[config.mk]
export PLATFORM = sky130hd
export DESIGN_NAME = pps_pulse_gen
export DESIGN_NICKNAME = d
export VERILOG_FILES = /design/src/rtl/pps_gen_pkg.sv /design/src/rtl/pps_timebase.sv /design/src/rtl/pps_channel.sv /design/src/rtl/pps_event.sv /design/src/rtl/pps_pulse_gen.sv
export SDC_FILE = /design/constraint.sdc
export NUM_CORES = 2
export LEC_CHECK = 0
export ABC_CLOCK_PERIOD_IN_PS = 7770
export BUFFER_PORTS_ARGS = -buffer_cell sky130_fd_sc_hd__buf_4
export CAP_MARGIN = 25
export CORE_AREA = 2 2 238 240
export CTS_CLUSTER_DIAMETER = 200
export DETAILED_ROUTE_END_ITERATION = 8
export DIE_AREA = 0 0 240 242
export PLACE_DENSITY_LB_ADDON = 0.15
export RECOVER_POWER = 100
export SLEW_MARGIN = 10
export SYNTH_ARGS = -nofsm -noshare
export SYNTH_HDL_FRONTEND = slang
export SYNTH_SLANG_ARGS = --single-unit
[constraint.sdc]
create_clock -name clk -period 7.77 [get_ports clk]
set_clock_uncertainty 0.15 [all_clocks]
set_input_delay 0.777 -clock clk [delete_from_list [all_inputs] [get_ports clk]]
set_output_delay 0.777 -clock clk [all_outputs]
set_load 0.005 [all_outputs]
[src/rtl/pps_gen_pkg.sv]
package pps_gen_pkg;

    localparam int WIDTH_W = 5;
    localparam int PRESC_W = 8;
    localparam int LEN_W   = WIDTH_W + PRESC_W;

    // word indices of the register port
    localparam int REG_TICK    = 0;
    localparam int REG_TIME_LO = 1;
    localparam int REG_TIME_HI = 2;
    localparam int REG_ALM_LO  = 3;
    localparam int REG_ALM_HI  = 4;
    localparam int REG_CTRL    = 5;
    localparam int REG_EVENT   = 6;
    localparam int REG_MASK    = 7;
    localparam int REG_PRESC   = 8;
    localparam int REG_IVL0    = 12;

    localparam int ALARM_EVT_BIT = 16;

    typedef enum logic {
        CH_WAIT = 1'b0,
        CH_RUN  = 1'b1
    } ch_state_e;

    // one control byte per channel; field order is decoded by hardware
    typedef struct packed {
        logic               dis;
        logic               inv;
        logic               free_start;
        logic [WIDTH_W-1:0] width;
    } ch_ctrl_t;

    localparam ch_ctrl_t CTRL_RST = '{dis: 1'b1, inv: 1'b0, free_start: 1'b0, width: '0};

    function automatic int evt_bit(input int ch);
        return 7 - ch;
    endfunction

    function automatic logic [LEN_W-1:0] pulse_len(input logic [WIDTH_W-1:0] w,
                                                   input logic [PRESC_W-1:0] p);
        logic [WIDTH_W-1:0] w_eff;
        logic [PRESC_W-1:0] p_eff;
        w_eff = (w == '0) ? WIDTH_W'(1) : w;
        p_eff = (p == '0) ? PRESC_W'(1) : p;
        return LEN_W'(w_eff) * LEN_W'(p_eff);
    endfunction

endpackage

[src/rtl/pps_timebase.sv]
module pps_timebase
    import pps_gen_pkg::*;
#(
    parameter int TICK_W = 8
) (
    input  logic              clk,
    input  logic              rst,
    input  logic [TICK_W-1:0] tick,
    input  logic              time_lo_we,
    input  logic              time_hi_we,
    input  logic              alarm_lo_we,
    input  logic              alarm_hi_we,
    input  logic [31:0]       wdata,
    output logic [63:0]       now,
    output logic [63:0]       alarm,
    output logic              alarm_hit
);

    logic [31:0] time_stage;
    logic [31:0] alarm_stage;
    logic        alarm_armed;

    assign alarm_armed = (alarm != '1);
    assign alarm_hit   = alarm_armed && (now >= alarm);

    always_ff @(posedge clk) begin
        if (rst) begin
            now         <= '0;
            alarm       <= '1;
            time_stage  <= '0;
            alarm_stage <= '0;
        end else begin
            if (time_lo_we) begin
                time_stage <= wdata;
            end
            if (time_hi_we) begin
                now <= {wdata, time_stage};
            end else begin
                now <= now + 64'(tick);
            end

            if (alarm_lo_we) begin
                alarm_stage <= wdata;
            end
            if (alarm_hi_we) begin
                alarm <= {wdata, alarm_stage};
            end else if (alarm_hit) begin
                alarm <= '1;
            end
        end
    end

endmodule

[src/rtl/pps_channel.sv]
module pps_channel
    import pps_gen_pkg::*;
#(
    parameter int TICK_W = 8
) (
    input  logic              clk,
    input  logic              rst,
    input  logic              en,
    input  logic              free_start,
    input  logic              alarm_hit,
    input  logic [TICK_W-1:0] tick,
    input  logic [31:0]       interval,
    input  logic [LEN_W-1:0]  len,
    output logic              fire,
    output logic              active
);

    ch_state_e        state;
    logic [31:0]      remain;
    logic [LEN_W-1:0] act_cnt;

    always_comb begin
        fire = 1'b0;
        if (en) begin
            unique case (state)
                CH_WAIT: fire = free_start || alarm_hit;
                CH_RUN:  fire = (remain < 32'(tick));
                default: fire = 1'b0;
            endcase
        end
    end

    assign active = (act_cnt != '0);

    always_ff @(posedge clk) begin
        if (rst) begin
            state   <= CH_WAIT;
            remain  <= '0;
            act_cnt <= '0;
        end else if (!en) begin
            state   <= CH_WAIT;
            act_cnt <= '0;
        end else if (fire) begin
            state   <= CH_RUN;
            remain  <= interval;
            act_cnt <= len;
        end else begin
            if (state == CH_RUN) begin
                remain <= remain - 32'(tick);
            end
            if (act_cnt != '0) begin
                act_cnt <= act_cnt - LEN_W'(1);
            end
        end
    end

endmodule

[src/rtl/pps_event.sv]
module pps_event
    import pps_gen_pkg::*;
#(
    parameter int N_CH = 3
) (
    input  logic            clk,
    input  logic            rst,
    input  logic [N_CH-1:0] fire,
    input  logic            alarm_hit,
    input  logic            evt_we,
    input  logic            mask_we,
    input  logic [31:0]     wdata,
    output logic [31:0]     evt_flags,
    output logic [31:0]     mask_q,
    output logic            irq
);

    logic [N_CH-1:0] ch_evt;
    logic            alm_evt;

    always_ff @(posedge clk) begin
        if (rst) begin
            ch_evt  <= '0;
            alm_evt <= 1'b0;
            mask_q  <= '0;
        end else begin
            for (int i = 0; i < N_CH; i++) begin
                // a set in the same cycle overrides the clear
                ch_evt[i] <= (ch_evt[i] && !(evt_we && wdata[evt_bit(i)])) || fire[i];
            end
            alm_evt <= (alm_evt && !(evt_we && wdata[ALARM_EVT_BIT])) || alarm_hit;
            if (mask_we) begin
                mask_q <= wdata;
            end
        end
    end

    always_comb begin
        evt_flags = '0;
        for (int i = 0; i < N_CH; i++) begin
            evt_flags[evt_bit(i)] = ch_evt[i];
        end
        evt_flags[ALARM_EVT_BIT] = alm_evt;
    end

    assign irq = |(evt_flags & mask_q);

endmodule

[src/rtl/pps_pulse_gen.sv]
module pps_pulse_gen
    import pps_gen_pkg::*;
#(
    parameter int N_CH      = 3,
    parameter int TICK_W    = 8,
    parameter int IDX_W     = 4,
    parameter int TICK_RST  = 8,
    parameter int PRESC_RST = 2
) (
    input  logic             clk,
    input  logic             rst,
    input  logic             reg_we,
    input  logic [IDX_W-1:0] reg_idx,
    input  logic [31:0]      reg_wdata,
    output logic [31:0]      reg_rdata,
    output logic [63:0]      now_ns,
    output logic [N_CH-1:0]  pulse_out,
    output logic             irq
);

    localparam int CTRL_BYTES = 4;

    logic [TICK_W-1:0]  tick_q;
    logic [PRESC_W-1:0] presc_q;
    ch_ctrl_t           ctrl_q [N_CH];
    logic [31:0]        ivl_q  [N_CH];

    logic [63:0]     alarm_q;
    logic            alarm_hit;
    logic [N_CH-1:0] fire_vec;
    logic [N_CH-1:0] active_vec;
    logic [N_CH-1:0] dis_vec;
    logic [N_CH-1:0] inv_vec;
    logic [31:0]     evt_flags;
    logic [31:0]     mask_q;

    logic we_tick, we_time_lo, we_time_hi, we_alm_lo, we_alm_hi;
    logic we_ctrl, we_evt, we_mask, we_presc;

    assign we_tick    = reg_we && (reg_idx == IDX_W'(REG_TICK));
    assign we_time_lo = reg_we && (reg_idx == IDX_W'(REG_TIME_LO));
    assign we_time_hi = reg_we && (reg_idx == IDX_W'(REG_TIME_HI));
    assign we_alm_lo  = reg_we && (reg_idx == IDX_W'(REG_ALM_LO));
    assign we_alm_hi  = reg_we && (reg_idx == IDX_W'(REG_ALM_HI));
    assign we_ctrl    = reg_we && (reg_idx == IDX_W'(REG_CTRL));
    assign we_evt     = reg_we && (reg_idx == IDX_W'(REG_EVENT));
    assign we_mask    = reg_we && (reg_idx == IDX_W'(REG_MASK));
    assign we_presc   = reg_we && (reg_idx == IDX_W'(REG_PRESC));

    always_ff @(posedge clk) begin
        if (rst) begin
            tick_q  <= TICK_W'(TICK_RST);
            presc_q <= PRESC_W'(PRESC_RST);
        end else begin
            if (we_tick) begin
                tick_q <= reg_wdata[TICK_W-1:0];
            end
            if (we_presc) begin
                presc_q <= reg_wdata[PRESC_W-1:0];
            end
        end
    end

    pps_timebase #(
        .TICK_W (TICK_W)
    ) u_timebase (
        .clk         (clk),
        .rst         (rst),
        .tick        (tick_q),
        .time_lo_we  (we_time_lo),
        .time_hi_we  (we_time_hi),
        .alarm_lo_we (we_alm_lo),
        .alarm_hi_we (we_alm_hi),
        .wdata       (reg_wdata),
        .now         (now_ns),
        .alarm       (alarm_q),
        .alarm_hit   (alarm_hit)
    );

    for (genvar i = 0; i < N_CH; i++) begin : g_ch
        logic we_ivl;
        assign we_ivl = reg_we && (reg_idx == IDX_W'(REG_IVL0 + i));

        always_ff @(posedge clk) begin
            if (rst) begin
                ctrl_q[i] <= CTRL_RST;
                ivl_q[i]  <= '1;
            end else begin
                if (we_ctrl) begin
                    ctrl_q[i] <= ch_ctrl_t'(reg_wdata[8*i +: 8]);
                end
                if (we_ivl) begin
                    ivl_q[i] <= reg_wdata;
                end
            end
        end

        pps_channel #(
            .TICK_W (TICK_W)
        ) u_channel (
            .clk        (clk),
            .rst        (rst),
            .en         (!ctrl_q[i].dis),
            .free_start (ctrl_q[i].free_start),
            .alarm_hit  (alarm_hit),
            .tick       (tick_q),
            .interval   (ivl_q[i]),
            .len        (pulse_len(ctrl_q[i].width, presc_q)),
            .fire       (fire_vec[i]),
            .active     (active_vec[i])
        );

        assign dis_vec[i]   = ctrl_q[i].dis;
        assign inv_vec[i]   = ctrl_q[i].inv;
        assign pulse_out[i] = active_vec[i] ^ ctrl_q[i].inv;
    end

    pps_event #(
        .N_CH (N_CH)
    ) u_event (
        .clk       (clk),
        .rst       (rst),
        .fire      (fire_vec),
        .alarm_hit (alarm_hit),
        .evt_we    (we_evt),
        .mask_we   (we_mask),
        .wdata     (reg_wdata),
        .evt_flags (evt_flags),
        .mask_q    (mask_q),
        .irq       (irq)
    );

    always_comb begin
        reg_rdata = '0;
        unique case (int'(reg_idx))
            REG_TICK:    reg_rdata = 32'(tick_q);
            REG_TIME_LO: reg_rdata = now_ns[31:0];
            REG_TIME_HI: reg_rdata = now_ns[63:32];
            REG_ALM_LO:  reg_rdata = alarm_q[31:0];
            REG_ALM_HI:  reg_rdata = alarm_q[63:32];
            REG_CTRL: begin
                for (int i = 0; i < N_CH && i < CTRL_BYTES; i++) begin
                    reg_rdata[8*i +: 8] = ctrl_q[i];
                end
            end
            REG_EVENT:   reg_rdata = evt_flags;
            REG_MASK:    reg_rdata = mask_q;
            REG_PRESC:   reg_rdata = 32'(presc_q);
            default: begin
                for (int i = 0; i < N_CH; i++) begin
                    if (int'(reg_idx) == REG_IVL0 + i) begin
                        reg_rdata = ivl_q[i];
                    end
                end
            end
        endcase
    end

endmodule

* After elaboration in Yosys (flattened, before gate mapping)
Memory sizes are Yosys's and may differ from the RTL's. Index checks and enable logic that the tools add are counted.
Word-level totals: memory bits (writable) 120, bits in registers 382, bits of input ports 39, logic and storage cells 170, memories kept 2, output and inout bits 100
Cells by class: muxes and demuxes 50, $add $sub $neg 7, bitwise operators 16, reductions and logical operators 55, order comparisons 4, multipliers 3, eq/ne operators 15
Memory list:
- ivl_q | words 3, bits a word 32, read ports 3, clocked after memory_dff 0, wr ports 3, RTL line pps_pulse_gen.sv:26 | logic [31:0] ivl_q [N_CH];
- ctrl_q | words 3, bits a word 8, read ports 3, clocked after memory_dff 0, wr ports 3, RTL line pps_pulse_gen.sv:25 | ch_ctrl_t ctrl_q [N_CH];
Operator list (number):
- two-way mux 32 bit | 12
- case mux 24 bit (9 select lines) | 1
- two-way mux 64 bit | 3
- less-than comparator 32 x 8 -> 1 bit | 3
- subtractor 32 x 8 -> 32 bit | 3
- two-way mux 13 bit | 6
- adder 64 x 8 -> 64 bit | 1
- greater-or-equal comparator 64 bit | 1
- inequality test 64 bit (second input constant) | 1
- case mux 8 bit (6 select lines) | 1
- multiplier 5 x 8 -> 13 bit | 3
- nonzero test 13 bit | 3
- subtractor 13 x 1 -> 13 bit (second input constant) | 3
- AND 17 x 32 -> 32 bit | 1
- two-way mux 8 bit | 4
- OR reduction 32 bit | 1
- == test 4 x 3 -> 1 bit (second input constant) | 6
- logical AND 1 bit | 21
- two-way mux 1 bit | 17
- == test 4 bit (second input constant) | 4
- zero test 5 bit | 3
- two-way mux 5 bit | 3
- nonzero test 2 bit | 7
- == test 4 x 2 -> 1 bit (second input constant) | 3
- 12 further kinds | 39

* Logic depth before layout (Yosys ltp)
depth after elaboration 7, depth in mapped cells 21, mapped depth without buffers 19

* Hierarchy
A second synthesis with hierarchy kept.
Second synthesis, totals: cell total of the unflattened synthesis 3837, area total of the unflattened synthesis 33104.2 um^2
Modules (own cells, without submodules):
- pps_pulse_gen | instances 1, area an instance 11639.9 um^2, cells each 1204, sequential area each 3923.8 um^2
- pps_timebase | instances 1, area an instance 10287.4 um^2, cells each 1238, sequential area each 3843.7 um^2
- pps_channel | instances 3, area an instance 3206.8 um^2, cells each 414, sequential area each 920.9 um^2
- pps_event | instances 1, area an instance 1556.5 um^2, cells each 153, sequential area each 720.7 um^2

* Worst setup path after synthesis
OpenSTA, ideal clock, no wires.
path kind register -> register, start reg presc_q[5], end reg g_ch[0].u_channel.act_cnt[12], path buffers 2, slack 3.013 ns, data arrival time 4.533 ns, clock period less this slack 4.757 ns, cell stages (with the launch flop) 20, path through dfxtp_1 clkbuf_1 nor4_1 a21o_1 clkbuf_1 nand2_1 fa_1 fa_1 fa_1 inv_1 ha_1 a21o_1 a21oi_1 o21ai_0 o41a_1 a21o_1 a21oi_1 xnor2_1 nand3_1 o21ai_0
On the way: cells in the longest elaborated chain, start to end 4
RTL lines:
- from (decl) | RTL line pps_pulse_gen.sv:24 | logic [PRESC_W-1:0] presc_q;
- from (signal assigned) | RTL line pps_pulse_gen.sv:53 | presc_q <= PRESC_W'(PRESC_RST);
- from (signal assigned) | RTL line pps_pulse_gen.sv:59 | presc_q <= reg_wdata[PRESC_W-1:0];
- zero test 8 bit | RTL line pps_gen_pkg.sv:45 | p_eff = (p == '0) ? PRESC_W'(1) : p;
- two-way mux 8 bit (*) | RTL line pps_gen_pkg.sv:45
- multiplier 5 x 8 -> 13 bit (*) | RTL line pps_gen_pkg.sv:46 | return LEN_W'(w_eff) * LEN_W'(p_eff);
- two-way mux 13 bit (*) | RTL line pps_channel.sv:43 | end else if (fire) begin
- to (signal assigned) | RTL line pps_channel.sv:46 | act_cnt <= len;
- to (signal assigned) | RTL line pps_channel.sv:52 | act_cnt <= act_cnt - LEN_W'(1);
- to (decl) | RTL line pps_channel.sv:20 | logic [LEN_W-1:0] act_cnt;
Mark *: on every way between the ends. The rest lies on a longest branch, timed or not. A chain may end at the register's enable or synchronous reset.

* Worst setup path after layout
start in reg_idx[0], end reg u_timebase.now[30]
On the way: cells in the longest elaborated chain, start to end 3
RTL lines:
- from (decl) | RTL line pps_pulse_gen.sv:13 | input logic [IDX_W-1:0] reg_idx,
- == test 4 x 2 -> 1 bit | RTL line pps_pulse_gen.sv:42 | assign we_time_hi = reg_we && (reg_idx == IDX_W'(REG_TIME_HI));
- logical AND 1 bit | RTL line pps_pulse_gen.sv:42
- two-way mux 64 bit | RTL line pps_timebase.sv:36 | if (time_hi_we) begin
- to (signal assigned) | RTL line pps_timebase.sv:37 | now <= {wdata, time_stage};
- to (signal assigned) | RTL line pps_timebase.sv:39 | now <= now + 64'(tick);
- to (decl) | RTL line pps_timebase.sv:14 | output logic [63:0] now,
Every way passes these cells.

==> metrics.yaml <==
yosys.area_share.simple_pct: 22.9
whs_path_depth: 2
cts_made_buffers: 56
antenna_found_initial: 5
cts.clk_slew.worst_paths_ns: 0.06
fin_crit_ns: 6.44
cap_violations: 16
drive_above_1_share_pct: 8.81
status: "finished, violations left"
finalHoldViolations: 0
synth_common_cells: "454 x nand2_1, 382 x dfxtp_1, 298 x nor2_1"
io_buffer_count: 138
setup_violations: 0
ys.flop_type: "dfxtp_1"
cts_tree: "built"
clock_path_buffers: 3
fin_nets: 3937
totalWireLength_um: 104000
synth-edff-count: 120
setup_tns_ns: 0
hpwl_um: 73700
synthArstFlopShare_pct: 0
synth_mux_area_share_pct: 0.758
syn_inst: 3682
core_mm2: 0.0557
die_x_um: 240
ys_seq_elements: 502
rows: 87
initial_utilization_pct: 54.5
slew_violations: 591
synth_top_cell_area_share_pct: 25.2
synth_fa_ha_area_share_pct: 10.5
rsz0062_at_grt: "no"
cp-start-kind: "input pin"
synth_cell_types: 80
reg2reg_slack_ns: 2.01
cp-end-kind: "flop"
firstDrtPassIters: 9
min-delay-path-class: "flop to flop"
r2r-start: "tick_q[2]$_SDFFE_PP0P_"
gp_congestion: 0.981
syn_nets: 3941
p_per_area_mw_per_mm2: 230
synth_xor_area_share_pct: 3.23
p_leak_uw: 0.0136
required_ns: 8.13
synth_top_family_by_area: "simple AND/OR/NAND/NOR gates"
r2r_cells: 10
synthTopCellsByArea: "dfxtp_1 25%, edfxtp_1 12%, ha_1 6.7%"
postCtsSetupBuffers: 0
post-route-util_pct: 60.3
cp_data_arrival_time_ns: 6.81
routed_via_density: 6.32
area_growth_pct: 10.7
cts_root_buffer: "clkbuf_16"
hold_end: "u_timebase.time_stage[26]$_SDFFE_PP0P_"
grt_pass1_wl_um: 160000
fp.dieH_um: 242
path_cells: "clkbuf_1, nor2b_1, clkbuf_1, and2_0, clkbuf_1, nand2_1, clkbuf_2, a311oi_1"
relSlewSlack_pct: -74.5
synth_seq_area_share_pct: 37.1
violations: "capacitance limit, slew limit"
hp-start: "u_timebase.time_stage[26]$_SDFFE_PP0P_"
htree_levels: 2
yosysWarnings: 0
drcViolationCount: 0
cts.sinks: 502
wl_per_cell_um: 23.1
synth_compound_area_share_pct: 19.6
postRouteAntennaNets: 0
first_iter_violations: 3411
syn_avg_cell_area_um2: 8.25
overflow: 0
cts_hold_buf: 0
fin_crit_sh_pct: 82.9
fmax_mhz: 155
insertion_delay_ns: 0.63
r2r-end: "g_ch[1].u_channel.act_cnt[9]$_SDFFE_PP0P_"
ir_worst_vdd_mv: 0.173
cts_resized: 0
syn_area_mm2: 0.0304
critPathKind: "input pin to flop"
max_stage_delay_ns: 1.46
grt_usage_pct: 35.3
grt_pass1_vias: 27000
multi_input_area_mm2: 0.0173
grt_max_degree: 126
crit_top_cell: "clkbuf_1"
die-area_mm2: 0.0581
ios: 139
ff_latch_area_mm2: 0.0113
cp_max_fo: 64
crit_slowest_cell: "nand2_1"
yosysMostFrequentCell: "nand2_1"
yosys.area.top_type: "dfxtp_1"
tightest_slew_ns: 2.58
num_vias: 28300
fillers: 4994
-- report_power, final --
group / switching [µW] / leakage (µW) / internal, µW
Combinational: 1080 / 0.00839 / 731
Sequential: 215 / 0.00430 / 2860
Clock: 1140 / 0.000947 / 1680
Total: 2440 / 0.0136 / 5280
-- worst max path at each step --
stage,slack (ns),start,to,depth (start not counted)
5_1_grt,1.03,reg_idx[0],u_timebase.now[30]$_SDFF_PP0_,9
6_report,1.33,reg_idx[0],u_timebase.now[30]$_SDFF_PP0_,8
3_3_place_gp,2.65,presc_q[4]$_SDFFE_PP0P_,g_ch[2].u_channel.act_cnt[12]$_SDFFE_PP0P_,17
3_5_place_dp,2.45,presc_q[4]$_SDFFE_PP0P_,g_ch[1].u_channel.act_cnt[12]$_SDFFE_PP0P_,17
4_1_cts,2.40,presc_q[4]$_SDFFE_PP0P_,g_ch[1].u_channel.act_cnt[12]$_SDFFE_PP0P_,17
2_1_floorplan,3.01,presc_q[5]$_SDFFE_PP0P_,g_ch[0].u_channel.act_cnt[12]$_SDFFE_PP0P_,19
-- metrics by stage --
step	hold slack (ns)	std cells	instance area, µm²	total power, µW	setup slack (ns)
after floorplan	0.282	3682	30400	4370	3.01
after global placement	0.289	4366	31800	4860	2.65
after detailed placement	0.296	4368	31800	4910	2.45
after CTS	0.295	4473	33800	7730	2.40
after global routing	0.314	4481	33600	8040	1.03
final	0.304	4482	33600	7720	1.33
-- registers in the layout, summed over array words and instances (netlist names) --
register and count:
presc_q 8, u_timebase.alarm 64, u_timebase.now 64, u_timebase.time_stage 32, u_timebase.alarm_stage 32, u_event.ch_evt 3, ctrl_q 24, tick_q 8
ivl_q 96, g_ch.u_channel.state 3, g_ch.u_channel.remain 96, u_event.mask_q 32, u_event.alm_evt 1, g_ch.u_channel.act_cnt 39
-- layer usage --
layer  vias up  routed length (µm)  global-route usage [%]
met3       293               11600                    7.61
met2      1568               45000                    53.8
met4         6                5370                    15.4
met5         -                  35                       0
met1     13400               41700                    48.3
li1      13000                   -                       -
-- critical path, delay by kind of cell --
family | cells | cell delay [ns]
and+or+nand+nor | 3 | 2.54
buffers and inverters | 4 | 2.91
AOI/OAI and AO/OA | 1 | 0.49
-- cell families after synthesis --
family	Yosys count
AO/OA/AOI/OAI	909
buffers and inverters	472
flip-flops	502
XOR/XNOR	112
multiplexers	22
AND/OR/NAND/NOR	1445
adder cells (fa/ha/maj)	220
-- cell usage in the layout, fill, tap and decap left out, drive strengths merged, types with 15 or more instances in the layout --
master  netlist  routed
inv         210     213
a22oi        87      87
o31ai        40      40
fa           58      58
nor2b        22      22
nor4         42      42
xor2         36      36
or2          46      46
a211oi       70      70
a21oi       290     290
o32ai        18      18
o41ai        15      15
nor2        298     298
buf          21      64
o21ai       194     194
and3         23      23
ha          162     162
edfxtp      120     120
nand2       454     454
a222oi       29      29
a311oi       24      24
a21o         17      17
nand4        45      45
and2        106     106
xnor2        76      76
clkbuf      241     216
nand2b       90      90
dfxtp       382     382
or3          42      42
nand3       102     102
nor3        138     138
-- area by class of cell --
cell class | count | share of cell area [%]
diodes | 1 | 0.00744
clock buffers | 81 | 4.83
repair buffers | 200 | 4.09
well taps | 756 | 2.81
multi-input cells | 2708 | 51.5
inverters | 210 | 2.35
clock inverters | 24 | 0.927
flip-flops and latches | 502 | 33.5
(Power assumes the default switching activity.)
